$ cat src/rtl/tagchk_pkg.sv
package tagchk_pkg;
  typedef enum logic {
    ST_IDLE   = 1'b0,
    ST_VERIFY = 1'b1
  } chk_state_e;
endpackage

$ cat src/rtl/check_fsm.sv
module check_fsm
  import tagchk_pkg::*;
#(
  parameter int LINES = 16,
  parameter int PID_W = 8,
  parameter int VA_W  = 32,
  localparam int IDX_W = $clog2(LINES)
) (
  input  logic             clk,
  input  logic             rst_n,
  input  logic             req_valid,
  output logic             req_ready,
  input  logic [IDX_W-1:0] req_line,
  input  logic [PID_W-1:0] req_pid,
  input  logic [VA_W-1:0]  req_va,
  input  logic             req_prot,
  output logic [IDX_W-1:0] rd_idx,
  input  logic             rd_vld,
  input  logic [PID_W-1:0] rd_pid,
  input  logic [VA_W-1:0]  rd_va,
  output logic             wr_en,
  output logic [IDX_W-1:0] wr_idx,
  output logic [PID_W-1:0] wr_pid,
  output logic [VA_W-1:0]  wr_va,
  output logic             vfy_req,
  output logic [IDX_W-1:0] vfy_line,
  input  logic             vfy_ack,
  input  logic             vfy_ok,
  output logic             resp_valid,
  output logic             resp_pass,
  output logic             resp_fault
);
  function automatic logic owner_match(input logic vld,
                                       input logic [PID_W-1:0] tag_pid,
                                       input logic [PID_W-1:0] cur_pid,
                                       input logic [VA_W-1:0]  tag_va,
                                       input logic [VA_W-1:0]  cur_va);
    return vld && (tag_pid == cur_pid) && (tag_va == cur_va);
  endfunction

  chk_state_e       state_q;
  logic [IDX_W-1:0] line_q;
  logic [PID_W-1:0] pid_q;
  logic [VA_W-1:0]  va_q;

  // Named internal events
  logic accept, owner_hit, need_verify, verify_done, bypass_wr, relabel_ok;

  assign req_ready   = (state_q == ST_IDLE);
  assign accept      = req_valid && req_ready;
  assign rd_idx      = req_line;
  assign owner_hit   = owner_match(rd_vld, rd_pid, req_pid, rd_va, req_va);
  assign need_verify = accept && req_prot && !owner_hit;
  assign verify_done = (state_q == ST_VERIFY) && vfy_ack;
  assign bypass_wr   = accept && !req_prot;
  assign relabel_ok  = verify_done && vfy_ok;

  assign wr_en  = bypass_wr || relabel_ok;
  assign wr_idx = relabel_ok ? line_q : req_line;
  assign wr_pid = relabel_ok ? pid_q  : req_pid;
  assign wr_va  = relabel_ok ? va_q   : req_va;

  assign vfy_req  = (state_q == ST_VERIFY);
  assign vfy_line = line_q;

  always_ff @(posedge clk) begin
    if (!rst_n) begin
      state_q    <= ST_IDLE;
      line_q     <= '0;
      pid_q      <= '0;
      va_q       <= '0;
      resp_valid <= 1'b0;
      resp_pass  <= 1'b0;
      resp_fault <= 1'b0;
    end else begin
      resp_valid <= 1'b0;
      resp_pass  <= 1'b0;
      resp_fault <= 1'b0;
      if (need_verify) begin
        state_q <= ST_VERIFY;
        line_q  <= req_line;
        pid_q   <= req_pid;
        va_q    <= req_va;
      end else if (accept) begin
        resp_valid <= 1'b1;
        resp_pass  <= 1'b1;
      end else if (verify_done) begin
        state_q    <= ST_IDLE;
        resp_valid <= 1'b1;
        resp_pass  <= vfy_ok;
        resp_fault <= !vfy_ok;
      end
    end
  end


  resp_code_chk: assert property (@(posedge clk) disable iff (!rst_n)
    resp_valid ? $onehot({resp_pass, resp_fault}) : !(resp_pass || resp_fault));


  stall_while_verify_chk: assert property (@(posedge clk) disable iff (!rst_n)
    vfy_req |-> !req_ready);


  miss_to_verify_chk: assert property (@(posedge clk) disable iff (!rst_n)
    (req_valid && req_ready && req_prot && !owner_hit) |=> (vfy_req && !resp_valid && vfy_line == $past(req_line)));


  fault_cause_chk: assert property (@(posedge clk) disable iff (!rst_n)
    resp_fault |-> $past(vfy_req && vfy_ack && !vfy_ok));


  pass_cause_chk: assert property (@(posedge clk) disable iff (!rst_n)
    resp_pass |-> $past((req_valid && req_ready) || (vfy_req && vfy_ack && vfy_ok)));


  stray_ack_chk: assert property (@(posedge clk) disable iff (!rst_n)
    (!vfy_req && vfy_ack && !req_valid) |=> (!resp_valid && req_ready));
endmodule

$ cat config.mk
export PLATFORM = sky130hd
export DESIGN_NAME = check_fsm
export DESIGN_NICKNAME = d
export VERILOG_FILES = /design/src/rtl/tagchk_pkg.sv /design/src/rtl/check_fsm.sv
export SDC_FILE = /design/constraint.sdc
export NUM_CORES = 1
export LEC_CHECK = 0
export CORE_MARGIN = 1.5
export CORE_UTILIZATION = 30
export DETAILED_ROUTE_END_ITERATION = 16
export DONT_BUFFER_PORTS = 1
export GPL_ROUTABILITY_DRIVEN = 0
export PLACE_DENSITY = 0.45
export SETUP_SLACK_MARGIN = 0.2
export SYNTH_ARGS = -nofsm -noshare
export SYNTH_HDL_FRONTEND = slang
export SYNTH_SLANG_ARGS = --single-unit
$ cat constraint.sdc
create_clock -name clk -period 6.1 [get_ports clk]
set_clock_uncertainty 0.15 [all_clocks]
set_input_delay 1.83 -clock clk [delete_from_list [all_inputs] [get_ports clk]]
set_output_delay 1.83 -clock clk [all_outputs]
set_load 0.02 [all_outputs]
==> results.toml <==
[route]
routed_wl_mm = 13.0
postRouteAntennaNets = 0
dr.pass1.iters = 5
drc = 0
via_per_inst = 6.19
wl_per_cell_um = 22.7
drt_iter0_drc = 253
vias = 3552

[die]
start_util_pct = 30.5
die_w_um = 116
fp-row-count = 41
num_io_pins = 149
die-area_um2 = 13400
die_y_um = 116
coreArea_um2 = 12500

[cts]
cts_max_level = 2
clockBufferDepth = 2
post_cts_resized = 0
post_cts_buffers = 0
clk_latency_ps = 290
numCtsBuffers = 5
cts_hold_buf = 0
clk_pin_slew_worst_paths_ps = 70
cts_root_buf = "clkbuf_16"
cts.sinks = 48
tritoncts = "done"

[global_routing]
grt.total_usage_pct = 18.8
grt_pass1_wl_mm = 19.4
grt_overflow_total = 0
grt_max_degree = 92
use_met2_pct = 29.6
grt-busiest-layer = "met2"
grt_pass1_vias = 3340
grt_use_met3_pct = 3.45
antenna_found_initial = 0
grtUsageMet1_pct = 26.2

[critical_path]
crit_arrival_ps = 3190
path_buf_inv = 1
crit_fanout = 24
worstSetupPathType = "in -> out"
end_kind = "output port"
required_ps = 4120
cpMaxStageDelayCell = "nand2_2"
path_cells = "and2_1 -> nand2_2 -> buf_12 -> mux2_2"
start_kind = "input pin"
critPathMaxStageDelay_ps = 470
crit_family = "simple AND/OR/NAND/NOR gates"

[logic_synthesis]
synth_edf_count = 0
synth_ff_type = "dfxtp_1"
ys_seq_elements = 48
synth.distinct_cells = 31
yosys-top-cells-area = "dfxtp_1 25%, mux2_2 13%, a2bb2oi_1 10%"
async_reset_ff_share_pct = 0
synth_area_um2 = 3820
avgSynthCellArea_um2 = 8.61
yosysTopAreaCell = "dfxtp_1"
synth_nets = 535
ys_seq_area_share_pct = 25.1
yosys_warnings = 0
synth_cells = 444
synth_top_cell_area_share_pct = 25.1

[layout]
final_common_cell = "dfxtp_1"
area_growth_pct = 4.26
fill_cells = 1347
multi_input_comb_area_um2 = 2590
diodes = 0
seqCellArea_um2 = 961
drive_above_1_share_pct = 14.9
nNetsFinal = 492
final_util_pct = 31.8

[pwr]
power_switching_mw = 0.240
internal_power_mw = 0.580
pwr-share-clk_pct = 35.6
p_comb_share_pct = 20.4
p_per_area_nw_per_um2 = 206
seq_power_share_pct = 44.1
power.leakage_nw = 1.50
vdd_drop_max_v = 0.0000928
p_sw_share_pct = 29.3

[sta]
min_period_ps = 5170
tightest_slew_ps = 1190
finalSetupViolations = 0
hold_viol = 0
relSlewSlack_pct = 20.8
fin_tns_setup_ps = 0
finalCritPeriodShare_pct = 84.8
rsz0062_at_grt = "false"
maxSlewViolCount = 0
fmax_mhz = 193

[run]
cap_violations = 0

[min_path]
worstHoldPathType = "reg -> reg"

[run_status]
status = "completed"

[placement]
dp_hpwl_mm = 8.27
io_buffers = 0
power by group through the flow:
| stage | sequential (mW) | clock (mW) | combinational [mW] |
|---|---|---|---|
| after floorplan | 0.363 | 0 | 0.150 |
| after global placement | 0.368 | 0 | 0.164 |
| after detailed placement | 0.368 | 0 | 0.167 |
| after CTS | 0.361 | 0.304 | 0.168 |
| after global routing | 0.364 | 0.312 | 0.181 |
| final | 0.361 | 0.292 | 0.167 |
cell type report:
| type | instances | share of cell area, % |
|---|---|---|
| inverter | 7 | 0.659 |
| clock buffer | 8 | 3.67 |
| sequential | 48 | 24.1 |
| tap | 172 | 5.40 |
| multi-input combinational | 334 | 64.9 |
| timing repair buffer | 5 | 1.26 |
state kept, by name, summed over array words and instances (netlist names):
| register | cells |
|---|---|
| resp_pass | 1 |
| resp_valid | 1 |
| resp_fault | 1 |
| pid_q | 8 |
| vfy_line | 4 |
| vfy_req | 1 |
| va_q | 32 |
final timing paths:
| path | slack [ps] | end | from | cells past startpoint |
|---|---|---|---|---|
| setup / recovery | 930 | wr_va[16] | vfy_ack | 4 |
| setup reg to reg | 3390 | va_q[22] | vfy_req | 6 |
| hold reg to reg | 360 | va_q[13] | va_q[13] | 2 |
| hold / removal | 360 | va_q[13] | va_q[13] | 2 |
tightest hold or removal path, cell delays in order (launching register included):
cell      delay, ps
dfxtp_1         310
nand2_1          70
o311ai_1         80
stage by stage:
step	cell area, um^2	setup WS, ps	cells	total power [mW]	hold WS (ps)
floorplan	3820	1110	444	0.512	329
global placement	3840	954	566	0.532	337
detailed placement	3840	934	566	0.536	351
CTS	3990	922	574	0.833	362
global route	3990	883	574	0.857	374
finish	3990	927	574	0.820	358
Yosys cell counts, types with 4 or more instances:
cell and number:
o311ai_1 44, and3_1 44, mux2_2 44, buf_4 4, a2bb2oi_1 44, nor4_1 6, buf_6 6, dfxtp_1 48
o31ai_1 44, nand2_1 45, nor2b_1 7, xor2_1 27, clkbuf_1 45, xnor2_1 6, inv_1 7
kinds of logic (layout without fill, tap and decap cells):
kind of cell | count (synthesis) | after routing | synth area share [%]
muxes | 44 | 44 | 13.0
AOI/OAI and AO/OA | 142 | 142 | 30.7
and+or+nand+nor | 115 | 115 | 16.0
xor gates and xnor gates | 33 | 33 | 7.56
buffers and inverters | 62 | 20 | 7.66
DFF | 48 | 48 | 25.1
routing by layer:
layer / part of all wire [%] / vias to the layer above
li1: - / 1635
met1: 45 / 1779
met2: 46 / 124
met3: 6.6 / 14
met4: 1.9 / 0
met5: 0 / -
Note: power is estimated with default switching activity, not from simulation.
